File: src/rtl/tof_pkg.sv
package tof_pkg;
  localparam int unsigned REG_W   = 8;
  localparam int unsigned B_OE    = 0;
  localparam int unsigned B_TGA   = 1;
  localparam int unsigned B_CMD_L = 2;
  localparam int unsigned B_CMD_H = 3;
  localparam int unsigned B_TGB   = 4;
  localparam int unsigned B_OSM   = 5;
  localparam int unsigned B_TRG   = 6;

  typedef enum logic [1:0] {
    CMD_KEEP = 2'b00,
    CMD_CLR  = 2'b01,
    CMD_SET  = 2'b10,
    CMD_BAD  = 2'b11
  } ff_cmd_e;

  typedef enum logic [1:0] {
    OS_IDLE   = 2'd0,
    OS_WAIT_B = 2'd1,
    OS_WAIT_A = 2'd2
  } os_state_e;

  typedef struct packed {
    logic os_mode;
    logic tog_b_en;
    logic tog_a_en;
    logic out_en;
  } cfg_t;
endpackage

File: src/rtl/tof_cfg_regs.sv
module tof_cfg_regs
  import tof_pkg::*;
(
  input  logic             clk_i,
  input  logic             rst_ni,
  input  logic             we_i,
  input  logic [REG_W-1:0] wdata_i,
  input  logic             run_i,
  output cfg_t             cfg_o,
  output logic             cmd_set_o,
  output logic             cmd_clr_o,
  output logic             trig_req_o,
  output logic [REG_W-1:0] rdata_o
);
  cfg_t    cfg_q;
  logic    wr_ok;
  ff_cmd_e cmd;
  logic    unused_rsvd;

  assign wr_ok       = we_i & ~run_i;
  assign cmd         = ff_cmd_e'(wdata_i[B_CMD_H:B_CMD_L]);
  assign unused_rsvd = wdata_i[REG_W-1];

  always_ff @(posedge clk_i or negedge rst_ni) begin
    if (!rst_ni) begin
      cfg_q <= '0;
    end else if (wr_ok) begin
      cfg_q.out_en   <= wdata_i[B_OE];
      cfg_q.tog_a_en <= wdata_i[B_TGA];
      cfg_q.tog_b_en <= wdata_i[B_TGB];
      cfg_q.os_mode  <= wdata_i[B_OSM];
    end
  end

  // CMD_BAD is treated as keep
  always_comb begin
    cmd_set_o = 1'b0;
    cmd_clr_o = 1'b0;
    if (wr_ok) begin
      unique case (cmd)
        CMD_SET: cmd_set_o = 1'b1;
        CMD_CLR: cmd_clr_o = 1'b1;
        default: ;
      endcase
    end
  end

  assign trig_req_o = we_i & wdata_i[B_TRG];

  always_comb begin
    rdata_o         = '0;
    rdata_o[B_OE]   = cfg_q.out_en;
    rdata_o[B_TGA]  = cfg_q.tog_a_en;
    rdata_o[B_TGB]  = cfg_q.tog_b_en;
    rdata_o[B_OSM]  = cfg_q.os_mode;
  end

  assign cfg_o = cfg_q;
endmodule

File: src/rtl/tof_trig_gate.sv
module tof_trig_gate #(
  parameter int unsigned MIN_GAP = 2
) (
  input  logic clk_i,
  input  logic rst_ni,
  input  logic cnt_en_i,
  input  logic os_mode_i,
  input  logic trig_req_i,
  output logic trig_ok_o
);
  localparam int unsigned GAP_W = $clog2(MIN_GAP + 1);
  localparam logic [GAP_W-1:0] GAP_MAX = GAP_W'(MIN_GAP);

  logic [GAP_W-1:0] gap_q;
  logic             gap_met;

  assign gap_met   = (gap_q >= GAP_MAX);
  assign trig_ok_o = trig_req_i & os_mode_i & gap_met;

  // saturating tick counter since last accepted trigger
  always_ff @(posedge clk_i or negedge rst_ni) begin
    if (!rst_ni) begin
      gap_q <= GAP_MAX;
    end else if (trig_ok_o) begin
      gap_q <= '0;
    end else if (cnt_en_i && !gap_met) begin
      gap_q <= gap_q + 1'b1;
    end
  end
endmodule

File: src/rtl/tof_oneshot_seq.sv
module tof_oneshot_seq
  import tof_pkg::*;
(
  input  logic clk_i,
  input  logic rst_ni,
  input  logic os_mode_i,
  input  logic cnt_en_i,
  input  logic match_a_i,
  input  logic match_b_i,
  input  logic ovf_i,
  input  logic trig_ok_i,
  output logic seq_set_o,
  output logic seq_clr_o
);
  os_state_e state_q, state_d;
  logic      ev_ok;

  assign ev_ok     = os_mode_i & cnt_en_i & ~trig_ok_i;
  assign seq_set_o = ev_ok & (state_q == OS_WAIT_B) & match_b_i;
  assign seq_clr_o = ev_ok & (state_q == OS_WAIT_A) & (match_a_i | ovf_i);

  always_comb begin
    state_d = state_q;
    if (!os_mode_i)     state_d = OS_IDLE;
    else if (trig_ok_i) state_d = OS_WAIT_B;
    else if (seq_set_o) state_d = OS_WAIT_A;
    else if (seq_clr_o) state_d = OS_IDLE;
  end

  always_ff @(posedge clk_i or negedge rst_ni) begin
    if (!rst_ni) state_q <= OS_IDLE;
    else         state_q <= state_d;
  end
endmodule

File: src/rtl/tof_ff_core.sv
module tof_ff_core (
  input  logic clk_i,
  input  logic rst_ni,
  input  logic out_en_i,
  input  logic os_mode_i,
  input  logic tog_a_en_i,
  input  logic tog_b_en_i,
  input  logic cnt_en_i,
  input  logic match_a_i,
  input  logic match_b_i,
  input  logic cmd_set_i,
  input  logic cmd_clr_i,
  input  logic seq_set_i,
  input  logic seq_clr_i,
  output logic pin_o
);
  logic ff_q, ff_d, tog;

  assign tog = cnt_en_i & ((tog_a_en_i & match_a_i) ^ (tog_b_en_i & match_b_i));

  // software command has priority over hardware events
  always_comb begin
    ff_d = ff_q;
    if (cmd_set_i)      ff_d = 1'b1;
    else if (cmd_clr_i) ff_d = 1'b0;
    else if (os_mode_i) begin
      if (seq_set_i)      ff_d = 1'b1;
      else if (seq_clr_i) ff_d = 1'b0;
    end else begin
      ff_d = ff_q ^ tog;
    end
  end

  always_ff @(posedge clk_i or negedge rst_ni) begin
    if (!rst_ni) ff_q <= 1'b0;
    else         ff_q <= ff_d;
  end

  assign pin_o = out_en_i & ff_q;
endmodule

File: src/rtl/tmr_out_ff_ctrl.sv
module tmr_out_ff_ctrl
  import tof_pkg::*;
#(
  parameter int unsigned MIN_GAP = 2
) (
  input  logic             clk_i,
  input  logic             rst_ni,
  input  logic             cfg_we_i,
  input  logic [REG_W-1:0] cfg_wdata_i,
  output logic [REG_W-1:0] cfg_rdata_o,
  input  logic             cnt_en_i,
  input  logic             match_a_i,
  input  logic             match_b_i,
  input  logic             ovf_i,
  input  logic             run_i,
  output logic             pin_o
);
  cfg_t cfg;
  logic cmd_set, cmd_clr, trig_req, trig_ok, seq_set, seq_clr;

  tof_cfg_regs u_regs (
    .clk_i      (clk_i),
    .rst_ni     (rst_ni),
    .we_i       (cfg_we_i),
    .wdata_i    (cfg_wdata_i),
    .run_i      (run_i),
    .cfg_o      (cfg),
    .cmd_set_o  (cmd_set),
    .cmd_clr_o  (cmd_clr),
    .trig_req_o (trig_req),
    .rdata_o    (cfg_rdata_o)
  );

  tof_trig_gate #(.MIN_GAP(MIN_GAP)) u_gate (
    .clk_i      (clk_i),
    .rst_ni     (rst_ni),
    .cnt_en_i   (cnt_en_i),
    .os_mode_i  (cfg.os_mode),
    .trig_req_i (trig_req),
    .trig_ok_o  (trig_ok)
  );

  tof_oneshot_seq u_seq (
    .clk_i     (clk_i),
    .rst_ni    (rst_ni),
    .os_mode_i (cfg.os_mode),
    .cnt_en_i  (cnt_en_i),
    .match_a_i (match_a_i),
    .match_b_i (match_b_i),
    .ovf_i     (ovf_i),
    .trig_ok_i (trig_ok),
    .seq_set_o (seq_set),
    .seq_clr_o (seq_clr)
  );

  tof_ff_core u_ff (
    .clk_i      (clk_i),
    .rst_ni     (rst_ni),
    .out_en_i   (cfg.out_en),
    .os_mode_i  (cfg.os_mode),
    .tog_a_en_i (cfg.tog_a_en),
    .tog_b_en_i (cfg.tog_b_en),
    .cnt_en_i   (cnt_en_i),
    .match_a_i  (match_a_i),
    .match_b_i  (match_b_i),
    .cmd_set_i  (cmd_set),
    .cmd_clr_i  (cmd_clr),
    .seq_set_i  (seq_set),
    .seq_clr_i  (seq_clr),
    .pin_o      (pin_o)
  );
endmodule

File: config.mk
export PLATFORM = sky130hd
export DESIGN_NAME = tmr_out_ff_ctrl
export DESIGN_NICKNAME = d
export VERILOG_FILES = /design/src/rtl/tof_pkg.sv /design/src/rtl/tof_cfg_regs.sv /design/src/rtl/tof_trig_gate.sv /design/src/rtl/tof_oneshot_seq.sv /design/src/rtl/tof_ff_core.sv /design/src/rtl/tmr_out_ff_ctrl.sv
export SDC_FILE = /design/constraint.sdc
export NUM_CORES = 1
export LEC_CHECK = 0
export ABC_AREA = 1
export BUFFER_PORTS_ARGS = -buffer_cell sky130_fd_sc_hd__buf_2
export CORE_AREA = 5 5 54 56
export CTS_BUF_LIST = sky130_fd_sc_hd__clkbuf_8
export DETAILED_ROUTE_END_ITERATION = 8
export DIE_AREA = 0 0 59 61
export GPL_TIMING_DRIVEN = 0
export PLACE_DENSITY_LB_ADDON = 0.12
export SETUP_SLACK_MARGIN = 0.3
export SLEW_MARGIN = 20
export SYNTH_ARGS = -nofsm -noshare
export SYNTH_HDL_FRONTEND = slang
export SYNTH_SLANG_ARGS = --single-unit
export TNS_END_PERCENT = 20
File: constraint.sdc
create_clock -name clk_i -period 2.41 [get_ports clk_i]
set_input_delay 0.241 -clock clk_i [delete_from_list [all_inputs] [get_ports clk_i]]
set_output_delay 0.241 -clock clk_i [all_outputs]
set_load 0.01 [all_outputs]
==> impl_metrics.toml <==
[detailed_routing]
via_count = 561
drcViolationCount = 0
detail_route.vias_per_cell = 4.01
wirelength_um = 1300
wire_per_inst_um = 9.30
antenna_violating_nets_post_route = 0
firstDrtPassIters = 4
drtIter0Drc = 8

[synthesis]
synthesis.area_per_instance_um2 = 6.87
netlist_instances = 83
netlist.area_leader.share = 0.351
synth_seq_area_share = 0.397
synth_compound_gate_area_share = 0.0439
basic_gate_share_of_the_synthesized_area_counting_and_or_nand_and_nor_cells = 0.340
ys_warn_count = 0
main_combinational_cell_family_by_area_after_synthesis = "simple AND/OR/NAND/NOR gates"
top_post_synthesis_cells_by_area = "sky130_fd_sc_hd__dfrtp_1 35%, sky130_fd_sc_hd__nand2_1 18%, sky130_fd_sc_hd__buf_4 11%"
post_synth_xor_area_fraction = 0
synthAdderAreaFrac = 0.0219
synthesis.area_um2 = 571
synth.mux.area_fraction = 0
synth.distinct_cells = 15
synth.largest_area_cell = "sky130_fd_sc_hd__dfrtp_1"
ff_latch_count_synth = 9

[global_route]
total_congestion_overflow = 0
grt_max_degree = 10
antenna_found_initial = 0
grt_pass1_wl_um = 2120
gr-usage-all-layers = 0.0844
grt_pass1_vias = 495

[clocking]
clock_path_buffers = 2
numCtsBuffers = 3
clkSinkCount = 9
postCtsSetupBuffers = 0
clock_insertion_delay_worst_skew_ns = 0.23
cts.root.buffer_cell = "sky130_fd_sc_hd__clkbuf_8"
tritoncts = "done"
cts.reportedPaths.clkPinSlew_ns = 0.05
h-tree-depth = 1

[sta]
timing.final.crit_period_ns = 1.33
timing_hold_violations_final = 0
final_max_slew_viol_count = 0
fmaxAchievable_ghz = 0.749
unrepaired_setup_endpoints_after_global_routing = "false"
min_period_over_period = 0.554
totalNegativeSetupSlack_ns = 0
fin_worst_skew_ns = 0.00141
finalSetupViolations = 0

[critical_path]
path_cells = "inv_1 > ha_1 > nor2_1 > nor2_2 > nor2_1 > nand2_2 > nand3_1 > nand2_1 > inv_1 > nand2_1"
max_stage_delay_ns = 0.31
endpoint_kind = "flip-flop"
worst-path-buf-inv = 2
cell_with_the_biggest_individual_delay_on_the_critical_path = "sky130_fd_sc_hd__dfrtp_1"
setup.worst_path.class = "flip-flop to flip-flop"
timing.critical_path.max_delay_family = "simple AND/OR/NAND/NOR gates"
timing.critical_path.from_type = "flip-flop"
critical_path_peak_fanout = 3
arrival_ns = 1.46
worst_ep_required_time_ns = 2.53

[outcome]
status = "finished clean"

[floorplanning]
floorplan.core_area_um2 = 2390
die-area_um2 = 3600
start_util = 0.239
rows = 18
ioPinCount = 25
floorplan.die.width_um = 59
dieHeight_um = 61

[finish]
numnets_final = 128
ant_cells = 0
drive_above_1_share = 0.300
synthToLayoutAreaGrowth_pct = 34.9
postLayoutCellArea_um2 = 769

[placement]
placement.cell_area_um2 = 714
place_hpwl_um = 1100
finalWeightedCongestion = 0.724
numPortBuffers = 19

[run]
max_capacitance_violation_total = 0

[power_and_ir_drop]
p_leak_nw = 0.463
power_density_nw_per_um2 = 713
worst_ir_drop_vdd_mv = 0.267

[hold_path]
hold_path.class = "input port to flip-flop"
## Yosys cell counts
library cell	n
sky130_fd_sc_hd__nand2_1	28
sky130_fd_sc_hd__dfrtp_1	8
sky130_fd_sc_hd__nand2_2	1
sky130_fd_sc_hd__conb_1	1
sky130_fd_sc_hd__nand3_1	8
sky130_fd_sc_hd__ha_1	1
sky130_fd_sc_hd__dfstp_2	1
sky130_fd_sc_hd__o21ai_0	4
sky130_fd_sc_hd__nor2_1	5
sky130_fd_sc_hd__nor2_2	1
sky130_fd_sc_hd__nand4_1	2
sky130_fd_sc_hd__buf_4	8
sky130_fd_sc_hd__a21oi_1	1
sky130_fd_sc_hd__inv_1	13
sky130_fd_sc_hd__nor3_1	1
## where the power goes
group	switching, mW	internal (mW)
combinational	0.0891	0.0722
clock	0.0619	0.111
sequential	0.0233	0.191
## stage by stage
step	worst slack (ns)	std cells	utilization	hold slack, ns	total power [mW]
5_1_grt	0.939	140	0.322	0.203	0.602
4_1_cts	1.06	140	0.322	0.196	0.562
3_5_place_dp	1.07	135	0.299	0.107	0.382
2_1_floorplan	1.18	86	-	-0.0546	0.330
6_report	1.08	140	0.322	0.199	0.549
3_3_place_gp	1.08	135	0.299	0.111	0.378
## cell type report
cell class                 count  area (um^2)
buffer                         8         60.1
clock buffer                   3         41.3
clock inverter                 1         3.75
fill                         288         1620
inverter                      13         48.8
multi-input combinational     56          246
sequential                     9          226
tap                           30         37.5
timing repair buffer          20          105
## cells by family (layout without fill, tap and decap cells)
| logic type | Yosys count | count (layout) |
|---|---|---|
| fa+ha+maj | 1 | 1 |
| buf+inv | 21 | 45 |
| flops | 9 | 9 |
| simple gates | 46 | 46 |
| other cells | 1 | 4 |
| compound gates | 5 | 5 |
## repair_timing
item	in CTS	in global routing
resized for setup	0	0
endpoints found under the hold margin	8	0
hold buffers	1	0
## worst register-to-register path, cell delays in order, from the launching register on
cell and delay, ns:
sky130_fd_sc_hd__dfrtp_1 0.31, sky130_fd_sc_hd__inv_1 0.06, sky130_fd_sc_hd__ha_1 0.19, sky130_fd_sc_hd__nor2_1 0.14, sky130_fd_sc_hd__nor2_2 0.06, sky130_fd_sc_hd__nor2_1 0.17, sky130_fd_sc_hd__nand2_2 0.09, sky130_fd_sc_hd__nand3_1 0.07
sky130_fd_sc_hd__nand2_1 0.05, sky130_fd_sc_hd__inv_1 0.04, sky130_fd_sc_hd__nand2_1 0.04
## worst paths after layout
kind	from	to	slack [ns]	cells past startpoint
setup / recovery	u_gate.gap_q[0]$_DFFE_PN0P_	u_ff.ff_q$_DFFE_PN0P_	1.08	10
max in group asynchronous	rst_ni	u_gate.gap_q[1]$_DFFE_PN1P_	1.78	2
hold reg to reg	u_regs.cfg_o[0]$_DFFE_PN0P_	u_regs.cfg_o[0]$_DFFE_PN0P_	0.51	2
hold / removal	cfg_wdata_i[4]	u_regs.cfg_o[2]$_DFFE_PN0P_	0.20	3
setup reg to reg	u_gate.gap_q[0]$_DFFE_PN0P_	u_ff.ff_q$_DFFE_PN0P_	1.08	10
min in group asynchronous	rst_ni	u_seq.state_q[0]$_DFFE_PN0P_	0.38	2
## metal layers
metal	up-vias	GRT usage	share of wire
li1	298	-	-
met1	243	0.0909	0.42
met2	15	0.121	0.44
met3	5	0.0277	0.089
met4	0	0.0971	0.050
met5	-	0	0
## layout by cell type (no fill, tap or decap)
cell type / n
sky130_fd_sc_hd__ha_1: 1
sky130_fd_sc_hd__inv_1: 14
sky130_fd_sc_hd__conb_1: 4
sky130_fd_sc_hd__nand2_1: 28
sky130_fd_sc_hd__buf_2: 19
sky130_fd_sc_hd__dfrtp_1: 8
sky130_fd_sc_hd__nand2_2: 1
sky130_fd_sc_hd__buf_4: 8
sky130_fd_sc_hd__nand4_1: 2
sky130_fd_sc_hd__a21oi_1: 1
sky130_fd_sc_hd__dlygate4sd3_1: 1
sky130_fd_sc_hd__dfstp_2: 1
sky130_fd_sc_hd__clkbuf_8: 3
sky130_fd_sc_hd__nor2_2: 1
sky130_fd_sc_hd__nand3_1: 8
sky130_fd_sc_hd__nor3_1: 1
sky130_fd_sc_hd__o21ai_0: 4
sky130_fd_sc_hd__nor2_1: 5
## state kept, by name, summed over array words and instances (netlist names)
| signal | count |
|---|---|
| u_seq.state_q | 2 |
| u_regs.cfg_o | 4 |
| u_ff.ff_q | 1 |
| u_gate.gap_q | 2 |
Power figures use the tool's default switching activity.
